==> src/rtl/i2cm_pkg.sv <==
package i2cm_pkg;

  typedef enum logic [3:0] {
    ENG_IDLE,
    ENG_ST_A,
    ENG_ST_B,
    ENG_ST_C,
    ENG_SP_A,
    ENG_SP_B,
    ENG_SP_C,
    ENG_BLO,
    ENG_BHI
  } eng_state_t;

  typedef enum logic [1:0] {
    OP_START,
    OP_STOP,
    OP_TX,
    OP_RX
  } op_t;

  localparam logic [1:0] A_BUF  = 2'd0;
  localparam logic [1:0] A_CTRL = 2'd1;
  localparam logic [1:0] A_BAUD = 2'd2;
  localparam logic [1:0] A_FLAG = 2'd3;

  localparam int CB_START  = 0;
  localparam int CB_RSTART = 1;
  localparam int CB_STOP   = 2;
  localparam int CB_RECV   = 3;
  localparam int CB_NACK   = 5;
  localparam int CB_ACKST  = 6;

endpackage

==> src/rtl/i2cm_baud.sv <==
module i2cm_baud #(
  parameter int RW = 7
) (
  input  logic          clk,
  input  logic          rst_n,
  input  logic          en,
  input  logic [RW-1:0] reload,
  output logic          tick
);

  logic [RW-1:0] cnt_q, cnt_d;
  logic [RW-1:0] reload_eff;

  // a reload of zero would leave no cycle between SCL edges for SDA to move
  assign reload_eff = (reload == '0) ? RW'(1) : reload;
  assign tick       = en && (cnt_q == '0);

  always_comb begin
    cnt_d = cnt_q;
    if (!en || cnt_q == '0) cnt_d = reload_eff;
    else                    cnt_d = cnt_q - RW'(1);
  end

  always_ff @(posedge clk or negedge rst_n) begin
    if (!rst_n) cnt_q <= '0;
    else        cnt_q <= cnt_d;
  end

  AST_TICK_SPACING: assert property (@(posedge clk) disable iff (!rst_n)
    (en && tick) |=> !tick);

endmodule

==> src/rtl/i2cm_engine.sv <==
module i2cm_engine
  import i2cm_pkg::*;
#(
  parameter int DW = 8
) (
  input  logic          clk,
  input  logic          rst_n,
  input  logic          go,
  input  op_t           op,
  input  logic [DW-1:0] tx_byte,
  input  logic          nack_send,
  input  logic          tick,
  input  logic          sda_i,
  output logic          busy,
  output logic          done,
  output op_t           done_op,
  output logic          ack_smp,
  output logic [DW-1:0] rx_byte,
  output logic          scl_low,
  output logic          sda_low
);

  localparam int CW = $clog2(DW + 1);
  localparam logic [CW-1:0] LAST = CW'(DW);

  eng_state_t    state_q, state_d;
  op_t           op_q, op_d;
  logic          scl_q, scl_d;
  logic          sda_q, sda_d;
  logic [DW-1:0] sh_q, sh_d;
  logic [CW-1:0] bit_q, bit_d;
  logic          drive_bit;
  logic          in_byte;

  assign busy    = (state_q != ENG_IDLE);
  assign in_byte = (state_q == ENG_BLO) || (state_q == ENG_BHI);
  assign done_op = op_q;
  assign ack_smp = sda_i;
  assign rx_byte = sh_q;
  assign scl_low = scl_q;
  assign sda_low = sda_q;

  always_comb begin
    if (bit_q == LAST) drive_bit = (op_q == OP_TX) ? 1'b0 : !nack_send;
    else               drive_bit = (op_q == OP_TX) ? !sh_q[DW-1] : 1'b0;
  end

  always_comb begin
    state_d = state_q;
    op_d    = op_q;
    scl_d   = scl_q;
    sda_d   = sda_q;
    sh_d    = sh_q;
    bit_d   = bit_q;
    done    = 1'b0;
    case (state_q)
      ENG_IDLE: if (go) begin
        op_d = op;
        case (op)
          OP_START: begin state_d = ENG_ST_A; sda_d = 1'b0; end
          OP_STOP:  begin state_d = ENG_SP_A; sda_d = 1'b1; end
          default: begin
            state_d = ENG_BLO;
            scl_d   = 1'b1;
            bit_d   = '0;
            sh_d    = (op == OP_TX) ? tx_byte : '1;
          end
        endcase
      end
      ENG_ST_A: if (tick) begin scl_d = 1'b0; state_d = ENG_ST_B; end
      ENG_ST_B: if (tick) begin sda_d = 1'b1; state_d = ENG_ST_C; end
      ENG_ST_C: if (tick) begin scl_d = 1'b1; state_d = ENG_IDLE; done = 1'b1; end
      ENG_SP_A: if (tick) begin scl_d = 1'b0; state_d = ENG_SP_B; end
      ENG_SP_B: if (tick) begin sda_d = 1'b0; state_d = ENG_SP_C; end
      ENG_SP_C: if (tick) begin state_d = ENG_IDLE; done = 1'b1; end
      ENG_BLO: begin
        if (scl_q) sda_d = drive_bit;
        if (tick) begin scl_d = 1'b0; state_d = ENG_BHI; end
      end
      ENG_BHI: if (tick) begin
        scl_d = 1'b1;
        if (bit_q == LAST) begin
          state_d = ENG_IDLE;
          done    = 1'b1;
        end else begin
          sh_d    = {sh_q[DW-2:0], sda_i};
          bit_d   = bit_q + CW'(1);
          state_d = ENG_BLO;
        end
      end
      default: state_d = ENG_IDLE;
    endcase
  end

  always_ff @(posedge clk or negedge rst_n) begin
    if (!rst_n) begin
      state_q <= ENG_IDLE;
      op_q    <= OP_START;
      scl_q   <= 1'b0;
      sda_q   <= 1'b0;
      sh_q    <= '0;
      bit_q   <= '0;
    end else begin
      state_q <= state_d;
      op_q    <= op_d;
      scl_q   <= scl_d;
      sda_q   <= sda_d;
      sh_q    <= sh_d;
      bit_q   <= bit_d;
    end
  end

  AST_SDA_MOVES_UNDER_LOW_SCL: assert property (@(posedge clk) disable iff (!rst_n)
    (in_byte && $past(in_byte) && (sda_q != $past(sda_q))) |-> (scl_q && $past(scl_q)));
  AST_START_EDGE: assert property (@(posedge clk) disable iff (!rst_n)
    (state_q == ENG_ST_C && $past(state_q) == ENG_ST_B) |-> (!scl_q && sda_q));
  AST_STOP_EDGE: assert property (@(posedge clk) disable iff (!rst_n)
    (state_q == ENG_SP_C && $past(state_q) == ENG_SP_B) |-> (!scl_q && !sda_q));
  AST_PARK_AFTER_BYTE: assert property (@(posedge clk) disable iff (!rst_n)
    (done && (op_q == OP_TX || op_q == OP_RX)) |=> (scl_q && !busy));

endmodule

==> src/rtl/i2cm_hostregs.sv <==
module i2cm_hostregs
  import i2cm_pkg::*;
#(
  parameter int DW = 8,
  parameter int RW = 7
) (
  input  logic          clk,
  input  logic          rst_n,
  input  logic          we,
  input  logic [1:0]    addr,
  input  logic [DW-1:0] wdata,
  output logic [DW-1:0] rdata,
  input  logic          eng_busy,
  input  logic          done,
  input  op_t           done_op,
  input  logic          ack_smp,
  input  logic [DW-1:0] rx_byte,
  output logic          go,
  output op_t           op,
  output logic [DW-1:0] tx_byte,
  output logic          nack,
  output logic [RW-1:0] reload,
  output logic          flag
);

  logic [3:0]    req_q, req_d, pick;
  logic          txp_q, txp_d;
  logic [DW-1:0] txb_q, txb_d;
  logic [DW-1:0] rxb_q, rxb_d;
  logic          nack_q, nack_d;
  logic          ackst_q, ackst_d;
  logic [RW-1:0] rl_q, rl_d;
  logic          flag_q, flag_d;
  logic          pend, locked;

  assign pend    = (|req_q) || txp_q;
  assign locked  = eng_busy || pend;
  assign go      = pend && !eng_busy;
  assign tx_byte = txb_q;
  assign nack    = nack_q;
  assign reload  = rl_q;
  assign flag    = flag_q;

  always_comb begin
    if      (req_q[CB_START] || req_q[CB_RSTART]) op = OP_START;
    else if (req_q[CB_STOP])                      op = OP_STOP;
    else if (req_q[CB_RECV])                      op = OP_RX;
    else                                          op = OP_TX;
  end

  always_comb begin
    pick = 4'b0000;
    if      (wdata[CB_START])  pick[CB_START]  = 1'b1;
    else if (wdata[CB_RSTART]) pick[CB_RSTART] = 1'b1;
    else if (wdata[CB_STOP])   pick[CB_STOP]   = 1'b1;
    else if (wdata[CB_RECV])   pick[CB_RECV]   = 1'b1;
  end

  always_comb begin
    req_d   = req_q;
    txp_d   = txp_q;
    txb_d   = txb_q;
    rxb_d   = rxb_q;
    nack_d  = nack_q;
    ackst_d = ackst_q;
    rl_d    = rl_q;
    flag_d  = flag_q;
    if (we && !locked) begin
      case (addr)
        A_BUF:  begin txb_d = wdata; txp_d = 1'b1; end
        A_CTRL: begin req_d = pick; nack_d = wdata[CB_NACK]; end
        A_BAUD: rl_d = wdata[RW-1:0];
        default: ;
      endcase
    end
    if (we && addr == A_FLAG && !wdata[0]) flag_d = 1'b0;
    if (done) begin
      req_d  = '0;
      txp_d  = 1'b0;
      flag_d = 1'b1;
      if (done_op == OP_TX) ackst_d = ack_smp;
      if (done_op == OP_RX) rxb_d   = rx_byte;
    end
  end

  always_ff @(posedge clk or negedge rst_n) begin
    if (!rst_n) begin
      req_q   <= '0;
      txp_q   <= 1'b0;
      txb_q   <= '0;
      rxb_q   <= '0;
      nack_q  <= 1'b0;
      ackst_q <= 1'b0;
      rl_q    <= '0;
      flag_q  <= 1'b0;
    end else begin
      req_q   <= req_d;
      txp_q   <= txp_d;
      txb_q   <= txb_d;
      rxb_q   <= rxb_d;
      nack_q  <= nack_d;
      ackst_q <= ackst_d;
      rl_q    <= rl_d;
      flag_q  <= flag_d;
    end
  end

  always_comb begin
    rdata = '0;
    case (addr)
      A_BUF:  rdata = rxb_q;
      A_CTRL: begin
        rdata[3:0]      = req_q;
        rdata[CB_NACK]  = nack_q;
        rdata[CB_ACKST] = ackst_q;
      end
      A_BAUD: rdata[RW-1:0] = rl_q;
      default: rdata[0] = flag_q;
    endcase
  end

  AST_FLAG_SET_WINS: assert property (@(posedge clk) disable iff (!rst_n)
    done |=> flag_q);
  AST_ACKST_ONLY_ON_TX_DONE: assert property (@(posedge clk) disable iff (!rst_n)
    (ackst_q != $past(ackst_q)) |-> $past(done && done_op == OP_TX));
  AST_LOCKED_BAUD_HOLDS: assert property (@(posedge clk) disable iff (!rst_n)
    eng_busy |=> $stable(rl_q));

endmodule

==> src/rtl/i2c_step_master.sv <==
module i2c_step_master
  import i2cm_pkg::*;
#(
  parameter int DATA_W   = 8,
  parameter int RELOAD_W = 7
) (
  input  logic              clk,
  input  logic              rst_n,
  input  logic              reg_we,
  input  logic [1:0]        reg_addr,
  input  logic [DATA_W-1:0] reg_wdata,
  output logic [DATA_W-1:0] reg_rdata,
  output logic              irq,
  input  logic              sda_i,
  output logic              scl_drive_low,
  output logic              sda_drive_low
);

  logic                go, busy, done, ack_smp, nack, tick;
  op_t                 op, done_op;
  logic [DATA_W-1:0]   tx_byte, rx_byte;
  logic [RELOAD_W-1:0] reload;

  i2cm_hostregs #(.DW(DATA_W), .RW(RELOAD_W)) u_regs (
    .clk      (clk),
    .rst_n    (rst_n),
    .we       (reg_we),
    .addr     (reg_addr),
    .wdata    (reg_wdata),
    .rdata    (reg_rdata),
    .eng_busy (busy),
    .done     (done),
    .done_op  (done_op),
    .ack_smp  (ack_smp),
    .rx_byte  (rx_byte),
    .go       (go),
    .op       (op),
    .tx_byte  (tx_byte),
    .nack     (nack),
    .reload   (reload),
    .flag     (irq)
  );

  i2cm_baud #(.RW(RELOAD_W)) u_baud (
    .clk    (clk),
    .rst_n  (rst_n),
    .en     (busy),
    .reload (reload),
    .tick   (tick)
  );

  i2cm_engine #(.DW(DATA_W)) u_eng (
    .clk       (clk),
    .rst_n     (rst_n),
    .go        (go),
    .op        (op),
    .tx_byte   (tx_byte),
    .nack_send (nack),
    .tick      (tick),
    .sda_i     (sda_i),
    .busy      (busy),
    .done      (done),
    .done_op   (done_op),
    .ack_smp   (ack_smp),
    .rx_byte   (rx_byte),
    .scl_low   (scl_drive_low),
    .sda_low   (sda_drive_low)
  );

endmodule

==> config.mk <==
export PLATFORM = sky130hd
export DESIGN_NAME = i2c_step_master
export DESIGN_NICKNAME = d
export VERILOG_FILES = /design/src/rtl/i2cm_pkg.sv /design/src/rtl/i2cm_baud.sv /design/src/rtl/i2cm_engine.sv /design/src/rtl/i2cm_hostregs.sv /design/src/rtl/i2c_step_master.sv
export SDC_FILE = /design/constraint.sdc
export NUM_CORES = 1
export LEC_CHECK = 0
export BUFFER_PORTS_ARGS = -buffer_cell sky130_fd_sc_hd__buf_2
export CORE_MARGIN = 2
export CORE_UTILIZATION = 50
export DETAILED_ROUTE_END_ITERATION = 6
export PLACE_DENSITY = 0.77
export SETUP_SLACK_MARGIN = 0.15
export SLEW_MARGIN = 20
export SYNTH_ARGS = -nofsm -noshare
export SYNTH_HDL_FRONTEND = slang
export SYNTH_SLANG_ARGS = --single-unit
==> constraint.sdc <==
create_clock -name clk -period 5.6 [get_ports clk]
set_input_delay 1.12 -clock clk [delete_from_list [all_inputs] [get_ports clk]]
set_output_delay 1.12 -clock clk [all_outputs]
set_load 0.01 [all_outputs]
======== After elaboration in Yosys (flattened, before gate mapping) ========
Cells that the tools add are included.
storage, ports and cells
  register bits ........................... 58
  latch bits .............................. 0
  memory bits (writable) .................. 0
  memory bits (read-only) ................. 0
  bits of input ports ..................... 14
  logic and storage cells ................. 154
  memories kept ........................... 0
operators by class
  add/subtract/negate cells ............... 2
  $mul .................................... 0
  divide/modulo/power cells ............... 0
  magnitude comparators ................... 0
  equality and inequality tests ........... 30
  shifts and indexed selects .............. 0
  multiplexer cells ....................... 63
  bitwise operators ....................... 0
  reduce and logical (&&, ||, !) cells .... 44
operators by type and width
  operator                                                             count
  4-bit 2-to-1 mux                                                     15
  8-bit 2-to-1 mux                                                     5
  4-bit case mux with 8 select lines                                   1
  1-bit 2-to-1 mux                                                     24
  2-bit != test (second input constant)                                9
  4-bit by 3-bit == test with 1-bit output (second input constant)     4
  8-bit case mux with 2 select lines                                   1
  2-bit AND reduction                                                  8
  7-bit zero test                                                      2
  7-bit 2-to-1 mux                                                     2
  2-bit == test (second input constant)                                5
  5-bit AND reduction                                                  2
  2-bit nonzero test                                                   5
  3-bit case mux with 3 select lines                                   1
  4-bit by 2-bit == test with 1-bit output (second input constant)     2
  4-bit == test (second input constant)                                2
  2-bit by 1-bit != test with 1-bit output (second input constant)     4
  4-bit case mux with 2 select lines                                   1
  8-bit AND reduction                                                  1
  4-bit nonzero test                                                   2
  7-bit by 1-bit subtractor with 7-bit output (second input constant)  1
  2-bit 2-to-1 mux                                                     3
  3-bit 2-to-1 mux                                                     2
  1-bit case mux with 2 select lines                                   3
  18 further kinds                                                     34

======== Logic depth before layout (Yosys ltp) ========
Gate-level depths: netlist of the first run.
  word-level depth ........................ 8
  gate-level depth with buffers ........... 7
  depth with buffers taken out ............ 6

======== Modules after synthesis ========
From an unflattened synthesis of the first run, not the netlist that was laid out.
second synthesis, totals
  cells, all modules ...................... 312
  area, all modules ....................... 3301.9 µm²
by module, submodules not included
  module         instances  cells each  area each (µm²)
  i2cm_hostregs  1          108         1442.6
  i2cm_engine    1          159         1408.9
  i2cm_baud      1          45          450.4

======== Worst setup path after synthesis of the first run ========
OpenSTA, ideal clock, no wires.
  path type ............................... input to output
  start ................................... input reg_addr[1]
  end ..................................... output reg_rdata[0]
  arrival time ............................ 1.951 ns
  slack ................................... 2.529 ns
  stages on the path ...................... 2
  path through ............................ clkbuf_1 > mux4_2
on the way
  word-level cells in the longest chain between the ends .. 2
  elaborated cells between the ends (all ways) .. 4
ends and longest elaborated chain
  item                                         line                   source
  start: declaration                           i2c_step_master.sv:10  input logic [1:0] reg_addr,
  2-bit == test, or another cell as far along  i2cm_hostregs.sv:110   case (addr)
  1-bit case mux with 3 select lines (*)       i2cm_hostregs.sv:110
  end: declaration                             i2c_step_master.sv:12  output logic [DATA_W-1:0] reg_rdata,
Every way passes the cells marked *; elsewhere a longest branch is shown, timed or not.

======== Worst setup path in the final report of the first run ========
  start ................................... input reg_addr[1]
  end ..................................... output reg_rdata[6]
on the way
  word-level cells in the longest chain between the ends .. 2
  elaborated cells between the ends (all ways) .. 4
ends and longest elaborated chain
  item                                         line
  2-bit == test, or another cell as far along  i2cm_hostregs.sv:110
  2-bit case mux with 3 select lines (*)       i2cm_hostregs.sv:110
Marks and branches as above.

==> results of run 1 <==
## through the flow
step | power [mW] | cell area (um^2) | hold slack (ns) | worst slack (ns)
5_1_grt | 1.36 | 3520 | 0.518 | 2.23
3_3_place_gp | 0.803 | 3280 | 0.467 | 2.41
4_1_cts | 1.30 | 3520 | 0.491 | 2.38
2_1_floorplan | 0.743 | 3130 | 0.444 | 2.53
3_5_place_dp | 0.816 | 3280 | 0.476 | 2.38
6_report | 1.29 | 3520 | 0.494 | 2.37
## area by class of cell
class | count | area share, %
Multi-Input combinational cell | 213 | 43.5
Tap cell | 75 | 2.66
Clock buffer | 9 | 3.52
Clock inverter | 7 | 3.52
Sequential cell | 58 | 41.2
Inverter | 19 | 2.02
Timing Repair Buffer | 25 | 3.62
## path summary, 6_finish.rpt
path | slack [ns] | cells past startpoint | endpoint | start
min reg2reg | 0.49 | 1 | u_regs.rxb_q[0]$_DFFE_PN0P_ | u_regs.rxb_q[0]$_DFFE_PN0P_
max in group asynchronous | 4.21 | 2 | u_eng.rx_byte[7]$_DFFE_PN0P_ | rst_n
min in group asynchronous | 0.88 | 2 | u_eng.bit_q[1]$_DFFE_PN0P_ | rst_n
max | 2.37 | 5 | reg_rdata[6] | reg_addr[1]
min | 0.49 | 1 | u_regs.rxb_q[0]$_DFFE_PN0P_ | u_regs.rxb_q[0]$_DFFE_PN0P_
max reg2reg | 2.80 | 4 | u_regs.rxb_q[3]$_DFFE_PN0P_ | u_eng.state_q[3]$_DFFE_PN0P_
## layer usage
layer / global-route usage, % / wire length, um / part of all wire [%] / vias to the layer above
li1: - / - / - / 1163
met1: 28.5 / 3140 / 44 / 1221
met5: 0 / 0 / 0 / -
met4: 10.1 / 218 / 3.1 / 0
met3: 5.57 / 385 / 5.4 / 20
met2: 34.5 / 3330 / 47 / 92
## sequential cells by signal, indices dropped and copies added, names as in the netlist, 2 cells and up
signal / cells
u_baud.cnt_q: 7
u_regs.reload: 7
u_eng.rx_byte: 8
u_regs.tx_byte: 8
u_regs.rxb_q: 8
u_eng.state_q: 4
u_eng.done_op: 2
u_eng.bit_q: 4
u_regs.req_q: 4
## kinds of logic after synthesis
kind of cell    after synthesis  synth area share (%)
compound gates               57                  11.4
flops                        58                  46.4
buf+inv                      35                  4.56
fa+ha+maj                     4                  1.60
mux                          43                  15.2
xor+xnor                      7                  1.96
simple gates                102                  18.8
## power by group
part / total [mW] / leakage, nW / switching [mW] / internal, mW
clock: 0.483 / 0.120 / 0.184 / 0.299
combinational: 0.248 / 0.814 / 0.133 / 0.114
sequential: 0.564 / 0.763 / 0.0790 / 0.485
## critical path, stage by stage
cell and delay (ns):
buf_2 0.21, nor2b_1 0.40, nand2_1 0.10, o21ai_0 0.10, buf_2 0.17
## layout by cell type, fill, tap and decap left out, drive strengths merged, types with 3 or more instances in the layout
cell type,Yosys,routed
bufinv,0,3
or3,3,3
o211ai,3,3
o22ai,10,10
a31oi,3,3
nand2,12,12
mux2i,16,16
nand3,13,13
nor4,7,7
xnor2,5,5
nor3,10,10
a21oi,14,14
nor2b,4,4
nor2,26,26
ha,4,4
o21ai,13,13
buf,5,25
clkbuf,11,9
inv,18,20
or4,5,5
nand3b,4,4
dfrtp,58,58
mux2,26,26
nor3b,3,3
==> impl_results.md, run 1 <==
- Status: completed
- Yosys Warn Count: 0
- Most frequent cells after synthesis: 58 x dfrtp_1, 25 x nor2_1, 22 x mux2_2, 18 x inv_1, 16 x mux2i_1
- Final WL: just over 7 mm
- Setup TNS: 0 ns
- Synth area leaders: dfrtp_1 46%, mux2_2 7.9%, mux2i_1 5.1%
- Mean Syn Cell Area: 10.2 um^2
- Max clock buf depth: 2
- Post CTS Setup Buffer Count: 0
- CTS sink count: 58
- Clock slew at reported path FFs: ~0.07 ns
- Die X: 83.1 um
- Fin util: 58.8%
- Largest fanout on the critical path: 12
- Drt wl/cell: 17.4 um
- Post-detail-place hpwl: about 4.9 mm
- Area occupied by registers: around 1500 um^2
- Register area share after synthesis: between 40% and 50%
- Hold Fails Final Rpt: 0
- CP startpoint kind: input pin
- # DRC: 0
- Mapped Area: between 3000 and 4000 um^2
- P&R area growth vs syn: 12.7%
- Final setup violation count: 0
- Die H: approximately 83 um
- Asr flop ratio synth: 100%
- Syn Nets: around 320
- Post-synth EDFFs: 0
- Setup CP Type: input pin to primary output
- Initial drt markers: roughly 190
- Worst-Margin Slew: 1.07 ns
- Post-layout min period: roughly 3.2 ns
- Ys flop type: dfrtp_1
- Grt total ovfl: 0
- Via Count: about 2500
- Count of state elements after synthesis: 58
- ANT nets after route: 0
- DR pass1 iterations: 4
- Leak Pwr: 1.70 nW
- Crit. End Element: primary output
- Maximum VDD drop: around 0.00028 V
- Synth top area share: a little under half
- GPL Wtd Cong: slightly below 0.9
- Area of the multi-input gates: approximately 1500 um^2
- MaxCap Viol Count: 0
- TritonCTS clock tree: yes
- Slew HR: between 20% and 30%
- Layout cells sized above 1: 21.5%
- First-pass GRT wire length: roughly 12 mm
- Cts repair resizes: 0
- Number of global-route vias before repair: approximately 2400
- Row cnt: 28
- H-tree levels: 3
- CORE AREA: approximately 6000 um^2
- WP data arrival: ~2.1 ns
- GRT Resource Usage Total: between 20% and 30%
- Io pins: 25
- Num CTS Buffers: 9
- Type of the worst min-delay path: register to register
- Pwr per Cell Area: ~370 nW/um^2
- Req. time, crit path: approximately 4.5 ns
- Largest net degree at the start of global routing: 59
- Clk Latency, worst-skew pair: approximately 0.35 ns
- Netlist cell types: 56
- Initial core utilization: roughly 52%
- Fin crit share: ~58%
- Fill cells: between 500 and 600
- RSZ-0062 raised after global routing: false
- Hold Buf Count CTS: 0
- Diodes inserted: 0
- Synth area leader: dfrtp_1
- Root buf cell: clkbuf_8
- Count leader, synth: dfrtp_1
- Post-Layout Cell Count: 406
- Max-slew violation count: 0
- Layout Skew: ~0.0062 ns
- Initial antenna violation count: 0
- Via-to-Cell Ratio: a little over 6
- Max Fclk: between 300 and 400 MHz
- Fin nets: about 340
- Syn Inst Count: 306
- Placed Cells incl. Taps: 390
- Area of the die: approximately 7000 um^2
- IO buf count: 24
Note: power is estimated with default switching activity, not from simulation.
==> run 2, diff against run 1 <==
clock period = 3.3 ns   (was 5.6 ns; I/O delays follow)
==> run 2 against run 1 <==
Against the previous run:
- critical path depth shrank 1
- power grew 63%
- register-to-register slack lost 2.1 ns
- sequential power grew 68%
- first-iteration DRC count grew 15%
- combinational power grew 73%
- utilization grew 0.17 points
- global-route usage grew 0.22 points
- sequential share of layout area shrank 0.12 points
- worst setup slack lost 1.7 ns
- sequential cell count is the same
==> impl_results.md, run 2 (synthesis gave the netlist of run 1 again) <==
- Status: completed (unchanged)
- Req. time, crit path: 3.54 ns (was 4.48 ns)
- Row cnt: 28 (unchanged)
- Clk Latency, worst-skew pair: 0.35 ns (about the same)
- Top Family by Delay on Critical Path: simple AND/OR/NAND/NOR gates (unchanged)
- Post-detail-place hpwl: 5.02 mm (was 4.87 mm)
- Largest net degree at the start of global routing: 35 (was 59)
- Post-layout min period: approximately 2.6 ns
- Commonest non-fill, non-tap cell in the layout: dfrtp_1 (unchanged)
- GPL Wtd Cong: 0.945 (was 0.883)
- Root buf cell: clkbuf_8 (unchanged)
- Critical path buffers and inverters: 0 (was 2)
- Via-to-Cell Ratio: 6.02 (was 6.15)
- Most frequent cells in the layout: 58 x dfrtp_1, 25 x nor2_1, 24 x buf_2 (unchanged)
- Fin crit share: 78.4%
- Switching share of power: 30.7% (was 30.6%)
- Crit. End Element: register (was primary output)
- Number of global-route vias before repair: 2479 (was 2424)
- Max incr delay on CP: 0.81 ns (was 0.40 ns)
- NetSw: 0.649 mW (was 0.396 mW)
- TritonCTS clock tree: yes (unchanged)
- CTS sink count: 58 (unchanged)
- Comb pwr share: 20.3% (was 19.1%)
- Internal power: 1.47 mW (was 0.898 mW)
- IO buf count: 24 (unchanged)
- Drt wl/cell: 17.0 um (was 17.4 um)
- H-tree levels: 3 (unchanged)
- Initial antenna violation count: 0 (unchanged)
- Cts repair resizes: 0 (unchanged)
- # DRC: 0 (unchanged)
- Max Fclk: between 300 and 400 MHz
- Via Count: 2468 (was 2496)
- Worst-Margin Slew: 0.935 ns (was 1.07 ns)
- Maximum VDD drop: 0.000496 V (was 0.000277 V)
- Worst R2R End: u_regs.rxb_q[2]$_DFFE_PN0P_ (was u_regs.rxb_q[3]$_DFFE_PN0P_)
- Pwr per Cell Area: 599 nW/um^2 (was 367 nW/um^2)
- CORE AREA: 5990 um^2 (unchanged)
- RSZ-0062 raised after global routing: false (unchanged)
- Largest fanout on the critical path: 16 (was 12)
- Slew HR: 37.6% (was 28.1%)
- Grt total ovfl: 0 (unchanged)
- Type of the worst min-delay path: input pin to async pin (was register to register)
- Area of the die: 6900 um^2 (unchanged)
- First-pass GRT wire length: 12.2 mm (was 12.0 mm)
- Num CTS Buffers: 9 (unchanged)
- P&R area growth vs syn: 13.1% (was 12.7%)
- Hold Fails Final Rpt: 0 (unchanged)
- Fin nets: 348 (was 344)
- Setup TNS: 0 ns (unchanged)
- Post CTS Setup Buffer Count: 0 (unchanged)
- Clock slew at reported path FFs: 0.07 ns (about the same)
- Worst path cell trace: or4b_1 > o22a_1 > nor3_4 > mux2_2 (was buf_2 > nor2b_1 > nand2_1 > o21ai_0 > buf_2)
- Worst r2r path cells: 4 (unchanged)
- WP data arrival: 2.82 ns (was 2.11 ns)
- Setup CP Type: register to register (was input pin to primary output)
- Share of power burned in registers: 44.8% (was 43.6%)
- Layout Skew: 0.00927 ns (was 0.00618 ns)
- Die H: 83.1 um (unchanged)
- Hold WS: 0.379 ns (was 0.494 ns)
- GRT Resource Usage Total: 22.1% (was 21.9%)
- Final WL: 6.98 mm (was 7.08 mm)
- Max clock buf depth: 2 (unchanged)
- MaxCap Viol Count: 0 (unchanged)
- Hold Buf Count CTS: 0 (unchanged)
- Initial core utilization: 52.2% (unchanged)
- CP startpoint kind: register (was input pin)
- Leak Pwr: 1.71 nW (was 1.70 nW)
- Layout cells sized above 1: 22.4% (was 21.5%)
- Io pins: 25 (unchanged)
- Clock share of power: 34.9% (was 37.3%)
- Diodes inserted: 0 (unchanged)
- Max-slew violation count: 0 (unchanged)
- RR Startpoint: u_eng.state_q[0]$_DFFE_PN0P_ (was u_eng.state_q[3]$_DFFE_PN0P_)
- Die X: 83.1 um (unchanged)
- Fill cells: 504 (was 510)
- DR pass1 iterations: 4 (unchanged)
- Final setup violation count: 0 (unchanged)
- ANT nets after route: 0 (unchanged)
- Slowest CP cell: or4b_1 (was nor2b_1)
- Initial drt markers: 215 (was 187)
- Reg-to-reg slack, setup: 0.71 ns (was 2.80 ns)
==> run 2: layout make-up <==
| class | count | area (um^2) | area share (%) |
|---|---|---|---|
| clock buffer | 10 | 138 | 3.90 |
| clock inverter | 6 | 90.1 | 2.55 |
| inverter | 19 | 71.3 | 2.02 |
| multi-input combinational | 213 | 1530 | 43.3 |
| sequential | 58 | 1450 | 41.1 |
| tap | 75 | 93.8 | 2.66 |
| timing repair buffer | 29 | 158 | 4.46 |
==> run 2: through the flow <==
stage | setup WS [ns] | total power, mW | utilization [%] | instances | cell area (um^2)
final | 0.712 | 2.12 | 59.0 | 410 | 3530
after global routing | 0.565 | 2.23 | 59.0 | 410 | 3530
after CTS | 0.696 | 2.13 | 59.0 | 410 | 3530
after detailed placement | 0.702 | 1.38 | 55.2 | 394 | 3310
after global placement | 0.777 | 1.37 | 55.2 | 394 | 3310
after floorplan | 1.15 | 1.26 | - | 306 | 3130
==> run 2: worst max path at each step <==
stage	start	end	slack, ns	cells past startpoint
floorplan	reg_addr[1]	reg_rdata[0]	1.15	2
global placement	u_eng.state_q[0]$_DFFE_PN0P_	u_regs.rxb_q[2]$_DFFE_PN0P_	0.78	4
detailed placement	u_eng.state_q[0]$_DFFE_PN0P_	u_regs.rxb_q[3]$_DFFE_PN0P_	0.70	4
CTS	u_eng.state_q[0]$_DFFE_PN0P_	u_regs.rxb_q[3]$_DFFE_PN0P_	0.70	4
global route	u_eng.state_q[0]$_DFFE_PN0P_	u_regs.rxb_q[4]$_DFFE_PN0P_	0.57	4
finish	u_eng.state_q[0]$_DFFE_PN0P_	u_regs.rxb_q[2]$_DFFE_PN0P_	0.71	4
==> run 2: metal layers <==
| metal | share of wire (%) | vias to the layer above | wire (um) | track usage (%) |
|---|---|---|---|---|
| met5 | 0 | - | 0 | 0 |
| met4 | 1.8 | 0 | 127 | 8.49 |
| li1 | - | 1172 | - | - |
| met3 | 5.1 | 12 | 354 | 5.67 |
| met2 | 48 | 76 | 3380 | 35.3 |
| met1 | 45 | 1208 | 3110 | 29.1 |
==> run 2: power groups by stage <==
stage          Clock [mW]  Sequential (mW)  Combinational, mW
6_report            0.739            0.947              0.430
5_1_grt             0.780            0.968              0.486
4_1_cts             0.751            0.944              0.432
3_5_place_dp            0            0.956              0.429
3_3_place_gp            0            0.952              0.413
2_1_floorplan           0            0.910              0.350
==> run 3, diff against run 2 <==
PLACE_DENSITY = 0.8   (was 0.77)
clock period = 2.21 ns   (was 3.3 ns; I/O delays follow)
==> run 3 against run 2 <==
Against the previous run:
- sequential share of layout area is 2.5 points lower
- clock skew is 0.0017 ns higher
- routed wire length is 14% higher
- power is 62% higher
- fmax is 28% higher
- combinational power is 78% higher
- largest power group unchanged
==> impl_results.md, run 3 (synthesis gave the netlist of run 1 again) <==
- Initial core utilization: 52.2% (unchanged)
- Max clock buf depth: 2 (unchanged)
- Hold Fails Final Rpt: 0 (unchanged)
- Fin util: 62.8% (was 59.0%)
- Area of the die: 6900 um^2 (unchanged)
- H-tree levels: 3 (unchanged)
- TritonCTS clock tree: yes (unchanged)
- Status: completed (unchanged)
- Post-detail-place hpwl: 5.35 mm (was 5.02 mm)
- Drt wl/cell: 18.6 um (was 17.0 um)
- Final WL: 7.99 mm (was 6.98 mm)
- Root buf cell: clkbuf_8 (unchanged)
- MaxCap Viol Count: 0 (unchanged)
- Type of the worst min-delay path: input pin to async pin (unchanged)
- CORE AREA: 5990 um^2 (unchanged)
- Grt total ovfl: 0 (unchanged)
- CP startpoint kind: register (unchanged)
- Clock slew at reported path FFs: 0.08 ns (was 0.07 ns)
- Area of the multi-input gates: 1580 um^2 (was 1530 um^2)
- Area occupied by registers: 1450 um^2 (unchanged)
- Io pins: 25 (unchanged)
- CTS sink count: 58 (unchanged)
- Final setup violation count: 0 (unchanged)
- Max-slew violation count: 0 (unchanged)
- Clk Latency, worst-skew pair: 0.35 ns (about the same)
- Layout cells sized above 1: 28.2% (was 22.4%)
- P&R area growth vs syn: 20.5% (was 13.1%)
- # DRC: 0 (unchanged)
- Crit. End Element: register (unchanged)
- WP data arrival: 2.25 ns (was 2.82 ns)
- DR pass1 iterations: 5 (was 4)
- GPL Wtd Cong: 0.869 (was 0.945)
- Critical Path Source: u_eng.state_q[1]$_DFFE_PN0P_ (was u_eng.state_q[0]$_DFFE_PN0P_)
- Largest net degree at the start of global routing: 59 (was 35)
- Diodes inserted: 0 (unchanged)
- Max Fclk: 494 MHz (was 386 MHz)
- Slew HR: 51.7% (was 37.6%)
- Fill cells: 464 (was 504)
- ANT nets after route: 0 (unchanged)
- Commonest non-fill, non-tap cell in the layout: dfrtp_1 (unchanged)
- First-pass GRT wire length: 13.0 mm (was 12.2 mm)
- Most frequent cells in the layout: 58 x dfrtp_1, 25 x nor2_1, 24 x buf_2 (unchanged)
- Via Count: 2662 (was 2468)
- Req. time, crit path: 2.43 ns (was 3.54 ns)
- Largest fanout on the critical path: 12 (was 16)
- Setup TNS: 0 ns (unchanged)
- Die H: 83.1 um (unchanged)
- Pwr per Cell Area: 909 nW/um^2 (was 599 nW/um^2)
- Fin crit share: 91.6% (was 78.4%)
- Setup CP Type: register to register (unchanged)
- Worst-Margin Slew: 0.724 ns (was 0.935 ns)
- Maximum VDD drop: 0.000670 V (was 0.000496 V)
- Num CTS Buffers: 9 (unchanged)
- RSZ-0062 raised after global routing: true (was false)
- Die X: 83.1 um (unchanged)
- Initial antenna violation count: 0 (unchanged)
- Fin nets: 368 (was 348)
- Post-layout power: 3.42 mW (was 2.12 mW)
- Row cnt: 28 (unchanged)
- Setup ws final: 0.187 ns (was 0.712 ns)
- Number of global-route vias before repair: 2574 (was 2479)
- GRT Resource Usage Total: 23.7% (was 22.1%)
- Leak Pwr: 1.83 nW (was 1.71 nW)
- RR Startpoint: u_eng.state_q[1]$_DFFE_PN0P_ (was u_eng.state_q[0]$_DFFE_PN0P_)
- Worst slack at placement: 0.128 ns (was 0.702 ns)
- Initial drt markers: 217 (was 215)
- Post-layout min period: 2.02 ns (was 2.59 ns)
- Via-to-Cell Ratio: 6.19 (was 6.02)
- Layout Skew: 0.0110 ns (was 0.00927 ns)
- IO buf count: 24 (unchanged)
## run 3: worst paths after layout
kind	end	slack, ns	cells after the start
max	u_eng.rx_byte[2]$_DFFE_PN0P_	0.19	5
min in group clk	u_regs.tx_byte[7]$_DFFE_PN0P_	0.34	2
min reg2reg	u_regs.rxb_q[6]$_DFFE_PN0P_	0.50	1
max in group asynchronous	u_eng.state_q[1]$_DFFE_PN0P_	1.49	2
max reg2reg	u_eng.rx_byte[2]$_DFFE_PN0P_	0.19	5
min	u_eng.state_q[2]$_DFFE_PN0P_	0.22	2
## run 3: what timing repair did
item / in CTS / in global routing
hold buffers: 0 / 0
cloned: 1 / 0
setup endpoints to repair: 18 / 26
resized for setup: 3 / 7
setup buffers: 0 / 2
pin swaps: 0 / 4
## run 3: worst max-delay path, cell delays in order (launching register included)
cell,delay [ns]
dfrtp_1,0.40
buf_6,0.15
or4_4,0.58
or3_4,0.43
and2_4,0.20
mux2i_1,0.13
## run 3: area by class of cell
type	count	share of cell area, %
clock inverter	7	3.32
clock buffer	9	3.29
sequential	58	38.6
tap	75	2.49
timing repair buffer	48	8.51
inverter	19	1.89
multi-input combinational	214	41.9
## run 3: metrics by stage
stage	std cells	instance area (um^2)	hold slack, ns
global route	430	3760	0.296
finish	430	3760	0.222
CTS	428	3720	0.258
global placement	411	3450	0.463
floorplan	306	3130	0.146
detailed placement	411	3450	0.477
## run 3: routing by layer
metal | GRT usage [%] | routed length [um] | vias to the layer above
li1 | - | - | 1212
met1 | 31.3 | 3330 | 1325
met2 | 37.8 | 3980 | 109
met3 | 6.46 | 483 | 16
met4 | 8.20 | 188 | 0
met5 | 0 | 0 | -
## run 3: where the power goes
group	switching [mW]	internal, mW	total, mW	leakage [nW]
clock network	0.479	0.760	1.24	0.124
registers	0.186	1.23	1.41	0.763
logic	0.416	0.351	0.767	0.939
total	1.08	2.34	3.42	1.83
